<file path="src/rtl/pwr_mode_pkg.sv">
package pwr_mode_pkg;

    typedef enum logic [2:0] {
        ST_RUN    = 3'd0,
        ST_SLEEP  = 3'd1,
        ST_STBY   = 3'd2,
        ST_WAKE   = 3'd3,
        ST_HWSTBY = 3'd4
    } pstate_e;

    localparam logic [1:0] MODE_RUN    = 2'd0;
    localparam logic [1:0] MODE_SLEEP  = 2'd1;
    localparam logic [1:0] MODE_STBY   = 2'd2;
    localparam logic [1:0] MODE_HWSTBY = 2'd3;

endpackage

</file>
<file path="src/rtl/pin_sync.sv">
module pin_sync #(
    parameter int STAGES = 2,
    parameter logic RST_VAL = 1'b1
) (
    input  logic clk,
    input  logic por_n,
    input  logic d,
    output logic q
);
    logic [STAGES-1:0] chain;

    always_ff @(posedge clk or negedge por_n) begin
        if (!por_n)
            chain <= {STAGES{RST_VAL}};
        else
            chain <= {chain[STAGES-2:0], d};
    end

    assign q = chain[STAGES-1];
endmodule

</file>
<file path="src/rtl/pwr_ctrl_reg.sv">
module pwr_ctrl_reg #(
    parameter int REG_W = 8,
    parameter int N_MOD = 4,
    parameter int STBY_BIT = 7,
    parameter int RTC_BIT = 4
) (
    input  logic             clk,
    input  logic             por_n,
    input  logic             clr,
    input  logic             we,
    input  logic [REG_W-1:0] d,
    output logic [REG_W-1:0] q,
    output logic             stby_sel,
    output logic             rtc_start,
    output logic [N_MOD-1:0] stop
);
    localparam logic [REG_W-1:0] FIELD_MASK =
        REG_W'((1 << STBY_BIT) | (1 << RTC_BIT) | ((1 << N_MOD) - 1));

    always_ff @(posedge clk or negedge por_n) begin
        if (!por_n)
            q <= '0;
        else if (clr)
            q <= '0;
        else if (we)
            q <= d & FIELD_MASK;
    end

    assign stby_sel  = q[STBY_BIT];
    assign rtc_start = q[RTC_BIT];
    assign stop      = q[N_MOD-1:0];


    stop_load_chk: assert property (@(posedge clk) disable iff (!por_n)
        (we && !clr) |=> (stop == $past(d[N_MOD-1:0])));


    clear_chk: assert property (@(posedge clk) disable iff (!por_n)
        clr |=> (q == '0));


    hold_chk: assert property (@(posedge clk) disable iff (!por_n)
        (!we && !clr) |=> $stable(q));
endmodule

</file>
<file path="src/rtl/pwr_fsm.sv">
module pwr_fsm
    import pwr_mode_pkg::*;
(
    input  logic       clk,
    input  logic       por_n,
    input  logic       hw_low,
    input  logic       sleep_req,
    input  logic       irq,
    input  logic       rst_req,
    input  logic       stby_sel,
    output pstate_e    state,
    output logic       cpg_on,
    output logic       cpu_on,
    output logic       periph_on,
    output logic       self_ref,
    output logic [1:0] mode
);
    pstate_e state_nx;

    always_comb begin
        state_nx = state;
        if (hw_low) begin
            state_nx = ST_HWSTBY;
        end else begin
            unique case (state)
                ST_RUN: begin
                    if (rst_req)
                        state_nx = ST_RUN;
                    else if (sleep_req)
                        state_nx = stby_sel ? ST_STBY : ST_SLEEP;
                end
                ST_SLEEP: begin
                    if (rst_req || irq)
                        state_nx = ST_RUN;
                end
                ST_STBY: begin
                    if (rst_req)
                        state_nx = ST_RUN;
                    else if (irq)
                        state_nx = ST_WAKE;
                end
                ST_WAKE:   state_nx = ST_RUN;
                ST_HWSTBY: state_nx = ST_HWSTBY;
                default:   state_nx = ST_RUN;
            endcase
        end
    end

    always_ff @(posedge clk or negedge por_n) begin
        if (!por_n)
            state <= ST_RUN;
        else
            state <= state_nx;
    end

    always_comb begin
        cpg_on    = 1'b1;
        cpu_on    = 1'b0;
        periph_on = 1'b1;
        self_ref  = 1'b0;
        mode      = MODE_RUN;
        unique case (state)
            ST_RUN: begin
                cpu_on = 1'b1;
            end
            ST_SLEEP: begin
                mode = MODE_SLEEP;
            end
            ST_STBY: begin
                cpg_on    = 1'b0;
                periph_on = 1'b0;
                self_ref  = 1'b1;
                mode      = MODE_STBY;
            end
            ST_WAKE: begin
                mode = MODE_STBY;
            end
            ST_HWSTBY: begin
                cpg_on    = 1'b0;
                periph_on = 1'b0;
                self_ref  = 1'b1;
                mode      = MODE_HWSTBY;
            end
            default: begin
                cpu_on = 1'b1;
            end
        endcase
    end


    enter_sleep_chk: assert property (@(posedge clk) disable iff (!por_n)
        (state == ST_RUN && sleep_req && !stby_sel && !rst_req && !hw_low)
        |=> (mode == MODE_SLEEP && !cpu_on && cpg_on));


    enter_stby_chk: assert property (@(posedge clk) disable iff (!por_n)
        (state == ST_RUN && sleep_req && stby_sel && !rst_req && !hw_low)
        |=> (mode == MODE_STBY && !cpg_on && self_ref));


    wake_one_cycle_chk: assert property (@(posedge clk) disable iff (!por_n)
        (state == ST_WAKE && !hw_low) |=> (state == ST_RUN));


    hw_sticky_chk: assert property (@(posedge clk) disable iff (!por_n)
        (mode == MODE_HWSTBY) |=> (mode == MODE_HWSTBY));


    hw_entry_chk: assert property (@(posedge clk) disable iff (!por_n)
        hw_low |=> (state == ST_HWSTBY));
endmodule

</file>
<file path="src/rtl/clk_gate_map.sv">
module clk_gate_map #(
    parameter int N_MOD = 4
) (
    input  logic             clk,
    input  logic             por_n,
    input  logic             cpg_on,
    input  logic             cpu_on,
    input  logic             periph_on,
    input  logic             self_ref,
    input  logic             rtc_start,
    input  logic [N_MOD-1:0] stop,
    output logic             cpg_en,
    output logic             cpu_en,
    output logic [N_MOD-1:0] mod_en,
    output logic             rtc_en,
    output logic             mem_self_ref
);
    assign cpg_en       = cpg_on;
    assign cpu_en       = cpu_on;
    assign rtc_en       = rtc_start;
    assign mem_self_ref = self_ref;

    for (genvar i = 0; i < N_MOD; i++) begin : g_mod
        assign mod_en[i] = periph_on & ~stop[i];
    end


    selfref_no_clk_chk: assert property (@(posedge clk) disable iff (!por_n)
        mem_self_ref |-> (!cpg_en && !cpu_en && mod_en == '0));
endmodule

</file>
<file path="src/rtl/pwr_mode_ctrl.sv">
module pwr_mode_ctrl
    import pwr_mode_pkg::*;
#(
    parameter int REG_W = 8,
    parameter int N_MOD = 4,
    parameter int STBY_BIT = 7,
    parameter int RTC_BIT = 4,
    parameter int SYNC_STAGES = 2
) (
    input  logic             clk,
    input  logic             por_n,
    input  logic             rst_req,
    input  logic             sleep_req,
    input  logic             irq,
    input  logic             hwstby_n,
    input  logic             wr_en,
    input  logic [REG_W-1:0] wr_data,
    output logic             cpg_en,
    output logic             cpu_en,
    output logic [N_MOD-1:0] mod_en,
    output logic             rtc_en,
    output logic             mem_self_ref,
    output logic [1:0]       mode_o
);
    logic             hw_n_sync;
    logic             hw_low;
    logic [REG_W-1:0] ctrl_q;
    logic             stby_sel;
    logic             rtc_start;
    logic [N_MOD-1:0] stop;
    pstate_e          state;
    logic             cpg_on;
    logic             cpu_on;
    logic             periph_on;
    logic             self_ref;
    logic             reg_we;
    logic             reg_clr;
    logic             unused_ctrl;

    pin_sync #(.STAGES(SYNC_STAGES), .RST_VAL(1'b1)) u_sync (
        .clk   (clk),
        .por_n (por_n),
        .d     (hwstby_n),
        .q     (hw_n_sync)
    );

    assign hw_low  = ~hw_n_sync;
    assign reg_we  = wr_en && (state == ST_RUN) && !hw_low;
    assign reg_clr = rst_req && (state != ST_HWSTBY) && !hw_low;

    pwr_ctrl_reg #(
        .REG_W(REG_W), .N_MOD(N_MOD), .STBY_BIT(STBY_BIT), .RTC_BIT(RTC_BIT)
    ) u_reg (
        .clk       (clk),
        .por_n     (por_n),
        .clr       (reg_clr),
        .we        (reg_we),
        .d         (wr_data),
        .q         (ctrl_q),
        .stby_sel  (stby_sel),
        .rtc_start (rtc_start),
        .stop      (stop)
    );

    assign unused_ctrl = ^ctrl_q;

    pwr_fsm u_fsm (
        .clk       (clk),
        .por_n     (por_n),
        .hw_low    (hw_low),
        .sleep_req (sleep_req),
        .irq       (irq),
        .rst_req   (rst_req),
        .stby_sel  (stby_sel),
        .state     (state),
        .cpg_on    (cpg_on),
        .cpu_on    (cpu_on),
        .periph_on (periph_on),
        .self_ref  (self_ref),
        .mode      (mode_o)
    );

    clk_gate_map #(.N_MOD(N_MOD)) u_gate (
        .clk          (clk),
        .por_n        (por_n),
        .cpg_on       (cpg_on),
        .cpu_on       (cpu_on),
        .periph_on    (periph_on),
        .self_ref     (self_ref),
        .rtc_start    (rtc_start),
        .stop         (stop),
        .cpg_en       (cpg_en),
        .cpu_en       (cpu_en),
        .mod_en       (mod_en),
        .rtc_en       (rtc_en),
        .mem_self_ref (mem_self_ref)
    );
endmodule

</file>
<file path="config.mk">
export PLATFORM = sky130hd
export DESIGN_NAME = pwr_mode_ctrl
export DESIGN_NICKNAME = d
export VERILOG_FILES = /design/src/rtl/pwr_mode_pkg.sv /design/src/rtl/pin_sync.sv /design/src/rtl/pwr_ctrl_reg.sv /design/src/rtl/pwr_fsm.sv /design/src/rtl/clk_gate_map.sv /design/src/rtl/pwr_mode_ctrl.sv
export SDC_FILE = /design/constraint.sdc
export NUM_CORES = 1
export LEC_CHECK = 0
export BUFFER_PORTS_ARGS = -buffer_cell sky130_fd_sc_hd__buf_2
export CAP_MARGIN = 20
export CORE_MARGIN = 4
export CORE_UTILIZATION = 36
export CTS_BUF_LIST = sky130_fd_sc_hd__clkbuf_16
export CTS_CLUSTER_DIAMETER = 40
export DETAILED_ROUTE_END_ITERATION = 16
export GPL_TIMING_DRIVEN = 0
export PLACE_DENSITY_LB_ADDON = 0.2
export SETUP_SLACK_MARGIN = 0.02
export SKIP_CTS_REPAIR_TIMING = 1
export SYNTH_ARGS = -nofsm -noshare
export SYNTH_HDL_FRONTEND = slang
export SYNTH_SLANG_ARGS = --single-unit
</file>
<file path="constraint.sdc">
create_clock -name clk -period 2.8 [get_ports clk]
set_input_delay 0.28 -clock clk [delete_from_list [all_inputs] [get_ports clk]]
set_output_delay 0.28 -clock clk [all_outputs]
set_load 0.005 [all_outputs]
</file>
==> metrics.md <==
| Metric | Value |
|---|---|
| Crit path time final | 1640 ps |
| Clock Tree Buf Depth | 2 |
| Fin. max-slew vios | 0 |
| RR Startpoint | u_fsm.state[0] |
| Skew final | 4.86 ps |
| Initial antenna violation count | 0 |
| Avg Cell Area, Syn | 9.63 um2 |
| GR Util All Layers | 11.9% |
| Total global routing overflow | 0 |
| Final #Nets | 102 |
| Most frequent cell after synthesis | dfrtp_1 |
| Synth Instances | 59 |
| Setup crit end kind | primary output |
| Drt first-iter violations | 3 |
| Synth area leader | dfrtp_1 |
| Port bufs | 22 |
| Worst R2R Setup Slack | 1290 ps |
| Placed cells | 97 |
| Worst R2R Path Depth | 4 |
| Worst-Skew Late Latency | 240 ps |
| Hold EP | u_sync.chain[0] |
| Crit share post-route | 58.7% |
| Slew headroom | 60.2% |
| Vias in the first global route | 436 |
| Synthesis-stage register bit count | 11 |
| Area grow syn2layout | 38.5% |
| Largest cells by area after synthesis | dfrtp_1, dfstp_2, a21oi_1 |
| Yosys warnings | 0 |
| Mapped cell area | 568 um2 |
| GPL Wtd Cong | 0.690 |
| Setup_tns | 0 ps |
| Hold crit path type | input pin to flop |
| Total length of routed wires | 1240 um |
| P_leak | 0.000393 uW |
| Max Cap Violations | 0 |
| Post-synth EDFFs | 0 |
| Largest net degree at the start of global routing | 12 |
| Final ANT Viol Nets | 0 |
| Syn Nets | 74 |
| Worst-Margin Slew | 596 ps |
| RSZ-0062 raised after global routing | false |
| # clock sinks | 11 |
| Starting Density | 37.7% |
| HP Start | hwstby_n |
| Num CTS Buffers | 3 |
| Ys flop type | dfrtp_1 |
| CORE AREA | 0.00151 mm2 |
| Sequential area share after synthesis | 48.9% |
| Fmax | 0.609 GHz |
| # setup viols final | 0 |
| DRC viols | 0 |
| Top Ports | 25 |
| Arr. time, crit path | 1360 ps |
| Hold depth | 1 |
| Die extent in y | 47.7 um |
| Worst-path clk slew | 40 ps |
| Global-route wire length before repair | 1810 um |
| CP Launch Type | flop |
| Clock Tree Root | clkbuf_16 |
| CP max FO | 8 |
| First drt pass iteration count | 2 |
| Outcome | completed |
| H-tree depth | 1 |
| CTS tree | built |
| Yosys cell types | 21 |
| PwrDens | 551 mW/mm2 |
| Share of cells above drive strength 1 | 40.7% |
| Max rail drop VDD | 349 uV |
| DIE WIDTH | 47.7 um |
| Reg-to-reg critical path endpoint | u_reg.q[4] |
| Worst Path Required | 2520 ps |
| Via/cell ratio | 4.93 |
| Rows | 14 |
| Synth top area share | 39.6% |
| DIE AREA | 0.00228 mm2 |
| Synth top cells by count | dfrtp_1, a21oi_1, nor2_1 |
| Kind of critical path | flop to primary output |
| Inserted Diodes | 0 |
| Hold slack | 145 ps |
| Post-DR wirelength/cell | 12.1 um |
| Non-Filler Instances | 102 |
| Final number of hold-violating endpoints | 0 |
| Ys async rst share | 100% |
| Vias | 503 |
[area by class of cell]
| class | instances | area, um2 |
|---|---|---|
| buffer | 4 | 37.5 |
| clock buffer | 3 | 75.1 |
| clock inverter | 1 | 3.75 |
| fill | 152 | 719 |
| inverter | 3 | 11.3 |
| multi-input combinational | 41 | 241 |
| sequential | 11 | 278 |
| tap | 16 | 20.0 |
| timing repair buffer | 23 | 120 |
[cells by family after synthesis]
logic type                Yosys count  share of synthesized area, %
DFF                                11                          48.9
and+or+nand+nor                    22                          23.3
AOI/OAI and AO/OA                  16                          14.5
xor gates and xnor gates            3                          4.63
buffers and inverters               7                          8.59
[sequential cells by signal, indices dropped and copies added, names as in the netlist]
signal / flops
u_sync.chain: 2
u_fsm.state: 3
u_reg.q: 6
[power breakdown]
group	switching [uW]	leakage, uW	internal (uW)	total [uW]
sequential	0.939	0.000142	162	163
combinational	8.00	0.000209	7.83	15.8
clock	67.3	0.0000423	187	254
[worst max-delay path: stages (launching register included)]
cell and delay, ps:
dfrtp_1 360, buf_6 130, or3b_1 400, o21ai_0 90, buf_2 130
[metal layers]
metal / track usage, % / share of wire (%) / up-vias
li1: - / - / 256
met1: 13.3 / 43 / 231
met2: 18.5 / 49 / 13
met3: 7.14 / 7.2 / 3
met4: 4.84 / 0.89 / 0
met5: 0 / 0 / -
[cells in the final DEF (no fill, tap or decap)]
cell	synthesis	final
a211oi_1	1	1
buf_2	0	22
nand2b_1	1	1
or4b_4	1	1
buf_4	2	2
nor2_1	7	7
nor3_1	1	1
or3b_1	1	1
and3_4	1	1
nor4b_2	1	1
nand3_1	6	6
buf_6	2	2
a21oi_1	7	7
dfrtp_1	9	9
inv_1	3	4
xnor2_1	2	2
dfstp_2	2	2
o21ai_0	5	5
or3b_2	1	1
xor2_1	1	1
dlygate4sd3_1	0	1
nand2_1	2	2
o21ai_1	3	3
clkbuf_16	0	3
[how the worst max path moves through the flow]
stage | from | end | slack (ps)
floorplan | u_fsm.state[0] | u_reg.q[2] | 1420
global placement | u_fsm.state[0] | u_reg.q[4] | 1370
detailed placement | u_fsm.state[0] | u_reg.q[4] | 1330
CTS | u_fsm.state[0] | mode_o[1] | 1150
global route | u_fsm.state[1] | cpg_en | 1070
finish | u_fsm.state[0] | mode_o[1] | 1160
[per-stage QoR]
stage / utilization (%) / worst slack (ps) / power (uW) / instance area [um2]
after floorplan: - / 1420 / 167 / 568
after global placement: 46.3 / 1370 / 180 / 698
after detailed placement: 46.3 / 1330 / 181 / 698
after CTS: 51.6 / 1150 / 443 / 777
after global routing: 52.2 / 1070 / 454 / 787
final: 52.2 / 1160 / 434 / 787
(Power assumes the default switching activity.)
